===== src/rtl/rtc_cal_pkg.sv =====
`timescale 1ns/1ps
package rtc_cal_pkg;

    typedef enum logic [1:0] {
        ST_HALT  = 2'd0,
        ST_ARMED = 2'd1,
        ST_RUN   = 2'd2
    } rtc_state_e;

    localparam logic [2:0] A_STAT = 3'd0;
    localparam logic [2:0] A_CMD  = 3'd1;
    localparam logic [2:0] A_SEC  = 3'd2;
    localparam logic [2:0] A_MIN  = 3'd3;
    localparam logic [2:0] A_HOUR = 3'd4;
    localparam logic [2:0] A_DAY  = 3'd5;
    localparam logic [2:0] A_MON  = 3'd6;
    localparam logic [2:0] A_YEAR = 3'd7;

    localparam int STAT_CF  = 7;
    localparam int STAT_CIE = 4;
    localparam int STAT_AIE = 3;
    localparam int STAT_AF  = 0;
    localparam int CMD_GO   = 0;
    localparam int CMD_CLR  = 1;
    localparam int CMD_OSC  = 3;

    function automatic logic [7:0] bcd_inc8(input logic [7:0] v);
        if (v[3:0] >= 4'd9) return {v[7:4] + 4'd1, 4'd0};
        return {v[7:4], v[3:0] + 4'd1};
    endfunction

    function automatic logic [15:0] bcd_inc16(input logic [15:0] v);
        logic [15:0] r;
        logic        c;
        r = v;
        c = 1'b1;
        for (int i = 0; i < 4; i++) begin
            if (c) begin
                if (v[4*i +: 4] >= 4'd9) r[4*i +: 4] = 4'd0;
                else begin
                    r[4*i +: 4] = v[4*i +: 4] + 4'd1;
                    c = 1'b0;
                end
            end
        end
        return r;
    endfunction

    // two-digit BCD value divisible by four
    function automatic logic bcd_div4(input logic [7:0] v);
        if (v[4]) return (v[3:0] == 4'd2) || (v[3:0] == 4'd6);
        return (v[3:0] == 4'd0) || (v[3:0] == 4'd4) || (v[3:0] == 4'd8);
    endfunction

    function automatic logic bcd_leap(input logic [15:0] yr);
        if (yr[7:0] != 8'h00) return bcd_div4(yr[7:0]);
        return bcd_div4(yr[15:8]);
    endfunction

    function automatic logic [7:0] bcd_month_len(input logic [7:0] mon, input logic [15:0] yr);
        case (mon)
            8'h02:                      return bcd_leap(yr) ? 8'h29 : 8'h28;
            8'h04, 8'h06, 8'h09, 8'h11: return 8'h30;
            default:                    return 8'h31;
        endcase
    endfunction

endpackage


===== src/rtl/rtc_divider.sv =====
`timescale 1ns/1ps
module rtc_divider #(
    parameter int DIV = 4
) (
    input  logic clk,
    input  logic rst_n,
    input  logic tick_ok,
    input  logic clr,
    output logic sec_pulse
);
    localparam int W = (DIV > 1) ? $clog2(DIV) : 1;
    localparam logic [W-1:0] LAST = W'(DIV - 1);

    logic [W-1:0] cnt;

    assign sec_pulse = tick_ok && (cnt == LAST);

    always_ff @(posedge clk or negedge rst_n) begin
        if (!rst_n)       cnt <= '0;
        else if (clr)     cnt <= '0;
        else if (tick_ok) cnt <= (cnt == LAST) ? '0 : cnt + 1'b1;
    end
endmodule


===== src/rtl/rtc_ctrl.sv =====
`timescale 1ns/1ps
module rtc_ctrl
    import rtc_cal_pkg::*;
(
    input  logic       clk,
    input  logic       rst_n,
    input  logic       sub_tick,
    input  logic       wr_en,
    input  logic [2:0] addr,
    input  logic [7:0] wbyte,
    input  logic       sec_pulse,
    output rtc_state_e state,
    output logic       tick_ok,
    output logic       div_clr,
    output logic       ld_en,
    output logic       cf,
    output logic       cie,
    output logic       aie,
    output logic       af,
    output logic       osc
);
    rtc_state_e nxt;
    logic       cmd_wr;
    logic       stat_wr;
    logic       unused_bits;

    assign cmd_wr      = wr_en && (addr == A_CMD);
    assign stat_wr     = wr_en && (addr == A_STAT);
    assign unused_bits = ^{wbyte[6:5], wbyte[2]};

    // transitions: go, arm, stop
    always_comb begin
        nxt = state;
        if (cmd_wr) begin
            if (wbyte[CMD_GO])       nxt = ST_RUN;
            else if (wbyte[CMD_CLR]) nxt = ST_ARMED;
            else if (state == ST_RUN) nxt = ST_HALT;
        end
    end

    always_ff @(posedge clk or negedge rst_n) begin
        if (!rst_n) state <= ST_HALT;
        else        state <= nxt;
    end

    always_comb begin
        tick_ok = 1'b0;
        ld_en   = 1'b0;
        div_clr = cmd_wr && wbyte[CMD_CLR];
        unique case (state)
            ST_HALT:  ;
            ST_ARMED: ld_en   = wr_en && (addr >= A_SEC);
            ST_RUN:   tick_ok = sub_tick && !wr_en;
            default:  ;
        endcase
    end

    always_ff @(posedge clk or negedge rst_n) begin
        if (!rst_n) begin
            cf  <= 1'b0;
            cie <= 1'b0;
            aie <= 1'b0;
            af  <= 1'b0;
            osc <= 1'b0;
        end else begin
            if (stat_wr) begin
                cie <= wbyte[STAT_CIE];
                aie <= wbyte[STAT_AIE];
                af  <= wbyte[STAT_AF];
                if (!wbyte[STAT_CF]) cf <= 1'b0;
            end
            if (sec_pulse) cf  <= 1'b1;
            if (cmd_wr)    osc <= wbyte[CMD_OSC];
        end
    end
endmodule


===== src/rtl/rtc_calendar.sv =====
`timescale 1ns/1ps
module rtc_calendar
    import rtc_cal_pkg::*;
(
    input  logic        clk,
    input  logic        rst_n,
    input  logic        step,
    input  logic        ld_en,
    input  logic [2:0]  ld_addr,
    input  logic [15:0] ld_data,
    output logic [7:0]  sec_q,
    output logic [7:0]  min_q,
    output logic [7:0]  hr_q,
    output logic [7:0]  day_q,
    output logic [7:0]  mon_q,
    output logic [15:0] yr_q
);
    logic sec_w, min_w, hr_w, day_w, mon_w;

    assign sec_w = sec_q >= 8'h59;
    assign min_w = min_q >= 8'h59;
    assign hr_w  = hr_q  >= 8'h23;
    assign day_w = day_q >= bcd_month_len(mon_q, yr_q);
    assign mon_w = mon_q >= 8'h12;

    always_ff @(posedge clk or negedge rst_n) begin
        if (!rst_n) begin
            sec_q <= 8'h00;
            min_q <= 8'h00;
            hr_q  <= 8'h00;
            day_q <= 8'h01;
            mon_q <= 8'h01;
            yr_q  <= 16'h2000;
        end else if (ld_en) begin
            case (ld_addr)
                A_SEC:   sec_q <= ld_data[7:0];
                A_MIN:   min_q <= ld_data[7:0];
                A_HOUR:  hr_q  <= ld_data[7:0];
                A_DAY:   day_q <= ld_data[7:0];
                A_MON:   mon_q <= ld_data[7:0];
                A_YEAR:  yr_q  <= ld_data;
                default: ;
            endcase
        end else if (step) begin
            sec_q <= sec_w ? 8'h00 : bcd_inc8(sec_q);
            if (sec_w) begin
                min_q <= min_w ? 8'h00 : bcd_inc8(min_q);
                if (min_w) begin
                    hr_q <= hr_w ? 8'h00 : bcd_inc8(hr_q);
                    if (hr_w) begin
                        day_q <= day_w ? 8'h01 : bcd_inc8(day_q);
                        if (day_w) begin
                            mon_q <= mon_w ? 8'h01 : bcd_inc8(mon_q);
                            if (mon_w) yr_q <= bcd_inc16(yr_q);
                        end
                    end
                end
            end
        end
    end
endmodule


===== src/rtl/bcd_calendar_rtc.sv =====
`timescale 1ns/1ps
module bcd_calendar_rtc
    import rtc_cal_pkg::*;
#(
    parameter int DIV = 4
) (
    input  logic        clk,
    input  logic        rst_n,
    input  logic        sub_tick,
    input  logic        wr_en,
    input  logic [2:0]  addr,
    input  logic [15:0] wdata,
    output logic [15:0] rdata,
    output logic        carry_irq,
    output logic        rtc_enabled,
    output logic        osc_en
);
    rtc_state_e  state;
    logic        tick_ok, div_clr, ld_en, sec_pulse;
    logic        cf, cie, aie, af, osc;
    logic [7:0]  sec_q, min_q, hr_q, day_q, mon_q;
    logic [15:0] yr_q;

    rtc_ctrl u_ctrl (
        .clk(clk), .rst_n(rst_n), .sub_tick(sub_tick), .wr_en(wr_en),
        .addr(addr), .wbyte(wdata[7:0]), .sec_pulse(sec_pulse),
        .state(state), .tick_ok(tick_ok), .div_clr(div_clr), .ld_en(ld_en),
        .cf(cf), .cie(cie), .aie(aie), .af(af), .osc(osc)
    );

    rtc_divider #(.DIV(DIV)) u_div (
        .clk(clk), .rst_n(rst_n), .tick_ok(tick_ok), .clr(div_clr),
        .sec_pulse(sec_pulse)
    );

    rtc_calendar u_cal (
        .clk(clk), .rst_n(rst_n), .step(sec_pulse), .ld_en(ld_en),
        .ld_addr(addr), .ld_data(wdata),
        .sec_q(sec_q), .min_q(min_q), .hr_q(hr_q), .day_q(day_q),
        .mon_q(mon_q), .yr_q(yr_q)
    );

    always_comb begin
        case (addr)
            A_STAT:  rdata = {8'h00, cf, 2'b00, cie, aie, 2'b00, af};
            A_CMD:   rdata = {12'h000, osc, 2'b00, state == ST_RUN};
            A_SEC:   rdata = {8'h00, sec_q};
            A_MIN:   rdata = {8'h00, min_q};
            A_HOUR:  rdata = {8'h00, hr_q};
            A_DAY:   rdata = {8'h00, day_q};
            A_MON:   rdata = {8'h00, mon_q};
            default: rdata = yr_q;
        endcase
    end

    assign carry_irq   = cf && cie;
    assign rtc_enabled = aie;
    assign osc_en      = osc;
endmodule


===== config.mk =====
export PLATFORM = sky130hd
export DESIGN_NAME = bcd_calendar_rtc
export DESIGN_NICKNAME = d
export VERILOG_FILES = /design/src/rtl/rtc_cal_pkg.sv /design/src/rtl/rtc_divider.sv /design/src/rtl/rtc_ctrl.sv /design/src/rtl/rtc_calendar.sv /design/src/rtl/bcd_calendar_rtc.sv
export SDC_FILE = /design/constraint.sdc
export NUM_CORES = 1
export LEC_CHECK = 0
export ABC_AREA = 0
export BUFFER_PORTS_ARGS = -buffer_cell sky130_fd_sc_hd__clkbuf_2
export CAP_MARGIN = 20
export CORE_UTILIZATION = 40
export CTS_BUF_LIST = sky130_fd_sc_hd__clkbuf_4 sky130_fd_sc_hd__clkbuf_8
export CTS_CLUSTER_DIAMETER = 100
export DETAILED_ROUTE_END_ITERATION = 7
export GPL_TIMING_DRIVEN = 0
export HOLD_SLACK_MARGIN = 0.12
export PLACE_DENSITY = 0.57
export SETUP_SLACK_MARGIN = 0.4
export SYNTH_ARGS = -nofsm -noshare
export SYNTH_HDL_FRONTEND = slang
export SYNTH_SLANG_ARGS = --single-unit

===== constraint.sdc =====
create_clock -name clk -period 7.4 [get_ports clk]
set_clock_uncertainty 0.1 [all_clocks]
set_input_delay 0.74 -clock clk [delete_from_list [all_inputs] [get_ports clk]]
set_output_delay 0.74 -clock clk [all_outputs]
set_load 0.05 [all_outputs]

==> results of run 1 <==
-- layout make-up --
class                           count  area, um^2  share of cell area
Multi-Input combinational cell    409        2970               0.544
Sequential cell                    65        1630               0.298
Timing Repair Buffer               40         218              0.0398
Clock buffer                       16         183              0.0334
Tap cell                          143         179              0.0327
Inverter                           47         176              0.0323
Buffer                             21         104              0.0190
-- flip-flops by register name, summed over array words and instances, names as in the netlist --
signal	cells
u_ctrl.osc	1
u_cal.sec_q	8
u_cal.day_q	8
u_ctrl.cie	1
u_ctrl.state	2
u_cal.min_q	8
u_div.cnt	2
u_cal.mon_q	8
u_ctrl.cf	1
u_ctrl.aie	1
u_cal.hr_q	8
u_ctrl.af	1
u_cal.yr_q	16
-- critical path: stages, from the launching register on --
cell       delay (ns)
dfrtp_1          0.50
inv_1            0.16
ha_1             0.25
nor4b_1          0.14
and3_1           0.21
o221ai_1         0.07
a21boi_0         0.35
nor2_1           0.07
a21oi_1          0.13
ha_1             0.24
or4b_1           0.45
nand4_1          0.10
o2111ai_1        0.18
buf_6            0.21
o211ai_2         0.11
nor2_2           0.11
mux2_4           0.31
-- stage by stage --
stage / hold WS (ns) / instance area, um^2 / util / std cells / total power, mW
2_1_floorplan: 0.344 / 4880 / - / 542 / 0.755
3_3_place_gp: 0.409 / 5260 / 0.451 / 724 / 0.872
3_5_place_dp: 0.415 / 5280 / 0.453 / 725 / 0.884
4_1_cts: 0.227 / 5460 / 0.469 / 741 / 1.18
5_1_grt: 0.243 / 5460 / 0.469 / 741 / 1.25
6_report: 0.228 / 5460 / 0.469 / 741 / 1.17
-- power by group --
part	total [mW]	leakage (nW)	switching [mW]	internal, mW
sequential	0.488	0.778	0.0779	0.410
clock	0.291	0.0995	0.137	0.154
combinational	0.394	1.65	0.247	0.147
total	1.17	2.53	0.462	0.711
-- how the worst max path moves through the flow --
stage,start,endpoint,slack (ns)
6_report,u_cal.yr_q[0],u_cal.yr_q[9],3.60
5_1_grt,u_cal.yr_q[0],u_cal.yr_q[9],3.41
4_1_cts,u_cal.yr_q[0],u_cal.yr_q[9],3.60
3_5_place_dp,u_cal.yr_q[0],u_cal.yr_q[9],3.62
3_3_place_gp,u_cal.yr_q[0],u_cal.yr_q[9],3.64
2_1_floorplan,addr[0],rdata[1],4.13
-- layer usage --
metal / GRT usage / routed length, um / up-vias
li1: - / - / 2084
met1: 0.329 / 6600 / 2146
met2: 0.414 / 7010 / 165
met3: 0.0459 / 883 / 35
met4: 0.122 / 555 / 0
met5: 0 / 0 / -
-- cells in the final DEF (no fill, tap or decap), drive strengths merged, types with 4 or more instances in the layout --
| master | count |
|---|---|
| mux4 | 5 |
| nand2 | 33 |
| o31a | 7 |
| a211oi | 6 |
| a22o | 4 |
| nor2b | 4 |
| nand3 | 17 |
| dfrtp | 62 |
| a21oi | 48 |
| and3 | 6 |
| o2111ai | 4 |
| and2 | 10 |
| inv | 47 |
| a22oi | 6 |
| mux2i | 4 |
| o22ai | 12 |
| o32a | 6 |
| ha | 48 |
| a31oi | 8 |
| o31ai | 6 |
| o21a | 6 |
| nor3b | 5 |
| a221oi | 4 |
| clkbuf | 65 |
| o21ai | 36 |
| o211ai | 8 |
| nor2 | 53 |
| nand2b | 6 |
| buf | 12 |
| nor3 | 8 |
| mux2 | 18 |
-- kinds of logic (layout without fill, tap and decap cells) --
kind of cell    Yosys count  in the layout
flops                    65             65
compound gates          175            175
fa+ha+maj                48             48
mux                      27             27
buf+inv                  68            124
simple gates            159            159
==> results.sh, run 1 <==
export IMPL_cap_violations=0
export IMPL_rsz0062_at_grt="no"
export IMPL_synthTopCellsByArea="dfrtp_1, ha_1, a21oi_1"
export IMPL_r2r_slack_ns=3.60
export IMPL_yosysWarnings=0
export IMPL_cts_buffers=9
export IMPL_relSlewSlack=0.465
export IMPL_path_class="reg -> reg"
export IMPL_ant_nets=0
export IMPL_synth_common_cells="dfrtp_1, nor2_1, ha_1"
export IMPL_wl_per_cell_um=20.3
export IMPL_synth_edf_count=0
export IMPL_synthArstFlopShare=1.00
export IMPL_drtIter0Drc=254
export IMPL_area_growth_pct=11.9
export IMPL_place_ws_ns=3.62
export IMPL_dr_pass1_iters=5
export IMPL_cts_root_buffer="clkbuf_8"
export IMPL_nFillCells=1107
export IMPL_cp_start_kind="register"
export IMPL_yosysUniqueCellTypes=68
export IMPL_htree_levels=3
export IMPL_required_ns=7.55
export IMPL_cts_tree="yes"
export IMPL_clkLatencyLatePin_ns=0.37
export IMPL_ys_seq_elements=65
export IMPL_syn_area_per_cell_um2=9.01
export IMPL_drt_wl_total_um=15000
export IMPL_muxShareOfSynthArea=0.0743
export IMPL_grt_pass1_wl_um=24100
export IMPL_cp_end_kind="register"
export IMPL_drv_slew=0
export IMPL_vdd_ir_drop_max_v=0.000145
export IMPL_grt_usage=0.255
export IMPL_clock_fmax_ghz=0.263
export IMPL_outcome="complete, no violations"
export IMPL_die_h_um=113
export IMPL_cts_setup_buffers=0
export IMPL_setup_slack_ns=3.60
export IMPL_synth_xor_area_frac=0
export IMPL_grt_ovfl_total=0
export IMPL_postCtsHoldBufs=0
export IMPL_cts_reportedPaths_clkPinSlew_ns=0.06
export IMPL_clockBufferDepth=2
export IMPL_fp_row_count=39
export IMPL_vias=4430
export IMPL_routabilityCongestion=0.911
export IMPL_clock_sinks=65
export IMPL_r2r_start="u_cal.yr_q[0]"
export IMPL_synth_top_area_frac=0.318
export IMPL_synthAdderAreaFrac=0.123
export IMPL_dp_hpwl_um=11300
export IMPL_p_leak_nw=2.53
export IMPL_grt_max_degree=40
export IMPL_antenna_found_initial=0
export IMPL_start_util=0.419
export IMPL_hold_path_class="in -> async"
export IMPL_io_pins=42
export IMPL_portBuffers=39
export IMPL_period_share=0.514
export IMPL_synthCells=542
export IMPL_rr_endpoint="u_cal.yr_q[9]"
export IMPL_worst_pin_slew_ns=0.802
export IMPL_synth_top_cell_by_area="dfrtp_1"
export IMPL_fin_nets=664
export IMPL_drc_errors=0
export IMPL_synth_compound_area_frac=0.240
export IMPL_final_layout_size_suffix_gt1_frac=0.182
export IMPL_synth_top_flop_cell="dfrtp_1"
export IMPL_synth_simple_gate_area_frac=0.172
export IMPL_die_w_um=113
export IMPL_ys_seq_area_frac=0.334
export IMPL_synth_top_family_by_area="compound AO/OA/AOI/OAI gates"
export IMPL_diodes=0
export IMPL_hold_violations=0
export IMPL_finalSetupViolCount=0
export IMPL_cts_resized_gates=0
export IMPL_die_area_um2=12700
export IMPL_synth_most_common_cell="dfrtp_1"
export IMPL_core_region_area_um2=11700
export IMPL_reg2regPathDepth=16
export IMPL_grt_pass1_vias=4339
export IMPL_power_density_nw_per_um2=215
export IMPL_viasPerCell=5.98
export IMPL_path_max_fanout=10
export IMPL_syn_nets=613
export IMPL_setup_tns_ns=0
export IMPL_syn_cell_area_um2=4880
export IMPL_post_route_min_period_ns=3.80
export IMPL_arrival_ns=3.96
Power figures use the tool's default switching activity.
==> run 2: changes to the inputs <==
clock period = 4 ns   (was 7.4 ns; I/O delays follow)
==> run 2 against run 1 <==
Total power is 87% higher. Combinational power is 90% higher. Cell area is 2.9% higher. Clock power is 85% higher. Core utilization is 1.3 points higher.
==> results.sh, run 2 (synthesis results as in run 1) <==
export IMPL_cts_tree="yes"
export IMPL_cts_buffers=9
export IMPL_cts_reportedPaths_clkPinSlew_ns=0.07
export IMPL_wl_per_cell_um=20.3
export IMPL_relSlewSlack=0.465
export IMPL_setup_tns_ns=0
export IMPL_p_int_mw=1.33
export IMPL_htree_levels=3
export IMPL_power_density_nw_per_um2=390
export IMPL_period_share=0.869
export IMPL_arrival_ns=3.62
export IMPL_largest_register="u_cal.yr_q"
export IMPL_clkLatencyLatePin_ns=0.37
export IMPL_diodes=0
export IMPL_vias=4533
export IMPL_viasPerCell=6.00
export IMPL_portBuffers=39
export IMPL_slowest_delay_ns=0.45
export IMPL_largest_reg_flops=16
export IMPL_dp_cells=725
export IMPL_p_leak_nw=2.59
export IMPL_vdd_ir_drop_max_v=0.000268
export IMPL_slowest_stage="or4b_1"
export IMPL_seq_power_share=0.413
export IMPL_grt_pass1_vias=4360
export IMPL_rsz0062_at_grt="yes"
export IMPL_clock_power_share=0.245
export IMPL_final_cell_mix="dfrtp_1, nor2_1, a21oi_1"
export IMPL_die_area_um2=12700
export IMPL_antenna_found_initial=0
export IMPL_cp_num_buf_inv=1
export IMPL_fin_nets=678
export IMPL_routabilityCongestion=0.911
export IMPL_nFillCells=1097
export IMPL_clock_sinks=65
export IMPL_die_h_um=113
export IMPL_fin_cells=755
export IMPL_finalSetupViolCount=0
export IMPL_drtIter0Drc=284
export IMPL_final_layout_size_suffix_gt1_frac=0.222
export IMPL_path_class="reg -> reg"
export IMPL_p_sw_mw=0.862
export IMPL_setup_slack_ns=0.525
export IMPL_grt_ovfl_total=0
export IMPL_cts_root_buffer="clkbuf_8"
export IMPL_hold_path_class="in -> reg"
export IMPL_outcome="complete, no violations"
export IMPL_post_route_min_period_ns=3.48
export IMPL_r2r_start="u_cal.yr_q[1]"
export IMPL_p_sw_frac=0.393
export IMPL_grt_pass1_wl_um=24100
export IMPL_area_growth_pct=15.1
export IMPL_clockBufferDepth=2
export IMPL_clock_fmax_ghz=0.288
export IMPL_hold_violations=0
export IMPL_grt_max_degree=40
export IMPL_path_cells="inv_2, ha_2, nor4b_2, and3_1, o221ai_1, a21boi_2, nor2_1, a21oi_1, ha_1, or4b_1, nand4_1, o2111ai_2, o211ai_1, nor2_1, mux2_1"
export IMPL_cp_top_family="simple AND/OR/NAND/NOR gates"
export IMPL_fp_row_count=39
export IMPL_dp_hpwl_um=11300
export IMPL_cp_common_cell="nor2_1"
export IMPL_die_w_um=113
export IMPL_io_pins=42
export IMPL_hp_start="wdata[3]"
export IMPL_mostFrequentLayoutCell="dfrtp_1"
export IMPL_start_util=0.419
export IMPL_drc_errors=0
export IMPL_required_ns=4.15
export IMPL_dr_pass1_iters=5
export IMPL_power_frac_comb=0.342
export IMPL_grt_usage=0.255
export IMPL_place_ws_ns=0.216
export IMPL_worst_pin_slew_ns=0.803
export IMPL_drt_wl_total_um=15300
export IMPL_startpoint="u_cal.yr_q[1]"
export IMPL_path_max_fanout=4
export IMPL_core_region_area_um2=11700
export IMPL_ant_nets=0
export IMPL_cp_end_kind="register"
export IMPL_cp_start_kind="register"
export IMPL_finalPower_mw=2.19
export IMPL_cap_violations=0
export IMPL_drv_slew=0
[run 2: layout make-up]
cell class | count | area, um^2 | area share
multi-input cells | 409 | 3020 | 0.537
flip-flops and latches | 65 | 1630 | 0.291
repair buffers | 54 | 325 | 0.0579
clock buffers | 16 | 183 | 0.0325
well taps | 143 | 179 | 0.0318
inverters | 47 | 176 | 0.0314
plain buffers | 21 | 104 | 0.0185
[run 2: worst paths after layout]
| path | end | slack, ns | depth (start not counted) |
|---|---|---|---|
| max in group asynchronous | u_cal.yr_q[13] | 2.77 | 3 |
| min reg2reg | u_ctrl.cie | 0.43 | 1 |
| max | u_cal.mon_q[7] | 0.52 | 15 |
| min in group asynchronous | u_cal.yr_q[15] | 0.42 | 2 |
| max reg2reg | u_cal.mon_q[7] | 0.52 | 15 |
| min | u_ctrl.osc | 0.21 | 2 |
[run 2: layer usage]
metal,global-route usage,wire length (um),vias to the layer above
li1,-,-,2115
met1,0.328,6760,2207
met2,0.414,7120,178
met3,0.0464,821,33
met4,0.129,613,0
met5,0,0,-
[run 2: power groups by stage]
stage / combinational (mW) / clock (mW) / sequential, mW
6_report: 0.750 / 0.537 / 0.904
4_1_cts: 0.729 / 0.557 / 0.902
3_5_place_dp: 0.723 / 0 / 0.913
2_1_floorplan: 0.526 / 0 / 0.871
5_1_grt: 0.837 / 0.584 / 0.919
3_3_place_gp: 0.702 / 0 / 0.911
[run 2: what timing repair did]
| action | in CTS | in global routing |
|---|---|---|
| hold endpoints to repair | 24 | 0 |
| hold buffers | 1 | 0 |
| pin swaps | 1 | 3 |
| endpoints found under the setup margin | 31 | 32 |
| resized for setup | 6 | 13 |
| setup buffers | 2 | 11 |
[run 2: stage by stage]
stage / hold slack (ns) / instance area (um^2) / util
after floorplan: 0.00441 / 4880 / -
after detailed placement: 0.285 / 5280 / 0.453
after global placement: 0.409 / 5260 / 0.451
after global routing: 0.216 / 5620 / 0.482
after CTS: 0.196 / 5500 / 0.471
final: 0.208 / 5620 / 0.482
==> run 3: changes to the inputs <==
BUFFER_PORTS_ARGS = unset   (was -buffer_cell sky130_fd_sc_hd__clkbuf_2)
CORE_UTILIZATION = 41   (was 40)
DONT_BUFFER_PORTS = 1   (was unset)
PLACE_DENSITY = 0.55   (was 0.57)
==> run 3 against run 2 <==
The run now ends with design-rule violations left. Sequential share of layout area increased by 0.17 points. Die area decreased by 2.4%. Count of clock-buffer cells in the layout decreased by 3. Flip-flop and latch count unchanged. Fmax decreased by 1.9%. Critical path depth decreased by 1. First-iteration DRC count increased by 30%. Critical path type unchanged. Sequential power increased by 0.9%. Critical endpoint unchanged. Cell area decreased by 0.45%. Setup slack got worse by 0.068 ns. Wire length increased by 0.13%. Hold slack got worse by 0.070 ns.
==> results.sh, run 3 (synthesis results as in run 1) <==
export IMPL_grt_pass1_wl_um=24500
export IMPL_final_cell_mix="dfrtp_1, nor2_1, a21oi_1, ha_1, inv_1"
export IMPL_failed_checks="design-rule violations"
export IMPL_cp_end_kind="register"
export IMPL_p_leak_nw=2.47
export IMPL_largest_register="u_cal.yr_q"
export IMPL_clock_sinks=65
export IMPL_dpl_cell_area_um2=5080
export IMPL_relSlewSlack=0.238
export IMPL_grt_ovfl_total=0
export IMPL_path_max_fanout=4
export IMPL_post_route_min_period_ns=3.54
export IMPL_portBuffers=0
export IMPL_vdd_ir_drop_max_v=0.000408
export IMPL_area_growth_pct=14.5
export IMPL_viasPerCell=6.21
export IMPL_cts_reportedPaths_clkPinSlew_ns=0.07
export IMPL_core_region_area_um2=11500
export IMPL_clkLatencyLatePin_ns=0.38
export IMPL_cp_start_kind="register"
export IMPL_place_ws_ns=0.0898
export IMPL_outcome="complete, but fails checks"
export IMPL_required_ns=4.15
export IMPL_setup_slack_ns=0.457
export IMPL_cts_tree="yes"
export IMPL_power_density_nw_per_um2=396
export IMPL_hold_violations=0
export IMPL_mostFrequentLayoutCell="dfrtp_1"
export IMPL_diodes=0
export IMPL_cap_violations=0
export IMPL_drc_errors=10
export IMPL_hold_path_class="in -> reg"
export IMPL_largest_reg_flops=16
export IMPL_vias=4488
export IMPL_fp_row_count=39
export IMPL_routabilityCongestion=0.957
export IMPL_fin_nets=646
export IMPL_cts_buffers=9
export IMPL_r2r_slack_ns=0.46
export IMPL_drtIter0Drc=370
export IMPL_period_share=0.886
export IMPL_setup_tns_ns=0
export IMPL_wl_per_cell_um=21.2
export IMPL_finalCoreUtilization=0.486
export IMPL_drv_slew=0
export IMPL_dp_cells=687
export IMPL_worst_pin_slew_ns=1.15
export IMPL_dr_pass1_iters=8
export IMPL_dp_hpwl_um=11400
export IMPL_io_pins=42
export IMPL_arrival_ns=3.69
export IMPL_grt_pass1_vias=4321
export IMPL_start_util=0.424
export IMPL_htree_levels=3
export IMPL_die_w_um=111
export IMPL_path_class="reg -> reg"
export IMPL_clock_fmax_ghz=0.282
export IMPL_rsz0062_at_grt="yes"
export IMPL_final_layout_size_suffix_gt1_frac=0.190
export IMPL_ant_nets=0
export IMPL_die_h_um=111
export IMPL_cts_root_buffer="clkbuf_8"
export IMPL_fin_cells=723
export IMPL_grt_max_degree=66
export IMPL_grt_usage=0.263
export IMPL_antenna_found_initial=0
export IMPL_drt_wl_total_um=15300
export IMPL_die_area_um2=12400
export IMPL_clockBufferDepth=2
export IMPL_design_area_um2=5600
export IMPL_finalSetupViolCount=0
[run 3: repair_timing]
action / CTS / global route
cloned: 1 / 1
hold buffers: 7 / 0
pin swaps: 3 / 9
endpoints found under the hold margin: 73 / 0
setup buffers: 7 / 4
resized for setup: 10 / 27
setup endpoints to repair: 31 / 32
[run 3: metrics by stage]
stage               power (mW)  hold WS (ns)
floorplan                 1.40       0.00441
global placement          1.56       0.00644
detailed placement        1.60       0.00690
CTS                       2.23         0.121
global route              2.37         0.122
finish                    2.22         0.138
[run 3: report_power, final]
group	internal, mW	total, mW	switching (mW)
combinational	0.271	0.713	0.442
clock	0.334	0.594	0.260
sequential	0.759	0.912	0.153
[run 3: layout make-up]
cell class,count,area [um^2]
Fill cell,1097,5920
Multi-Input combinational cell,409,3090
Sequential cell,65,1640
Timing Repair Buffer,22,195
Inverter,47,181
Tap cell,143,179
Clock buffer,13,166
Buffer,21,106
Clock inverter,3,40.0
[run 3: final timing paths]
kind	from	endpoint	depth (start not counted)
worst min-delay path	wdata[12]	u_cal.yr_q[12]	2
worst max-delay path	u_cal.mon_q[0]	u_cal.mon_q[7]	14
worst min register to register	u_div.cnt[1]	u_div.cnt[1]	2
max in group asynchronous	rst_n	u_cal.mon_q[0]	2
min in group asynchronous	rst_n	u_cal.min_q[0]	2
worst max register to register	u_cal.mon_q[0]	u_cal.mon_q[7]	14
[run 3: worst max-delay path: stages (launching register included)]
cell and delay (ns):
dfstp_2 0.55, inv_2 0.05, ha_2 0.19, o211ai_1 0.21
a21oi_2 0.08, a31oi_1 0.21, nor3_2 0.08, a21oi_2 0.17
ha_1 0.26, or4b_4 0.50, nand4_1 0.13, o2111ai_2 0.17
o211ai_1 0.26, nor2_2 0.13, mux2_4 0.32
[run 3: layer usage]
layer  part of all wire  wire length (um)  global-route usage  vias up
li1                   -                 -                   -     2047
met1               0.42              6440               0.333     2222
met2               0.47              7210               0.421      183
met3              0.080              1230              0.0771       36
met4              0.030               465               0.108        0
met5                  0                 0                   0        -
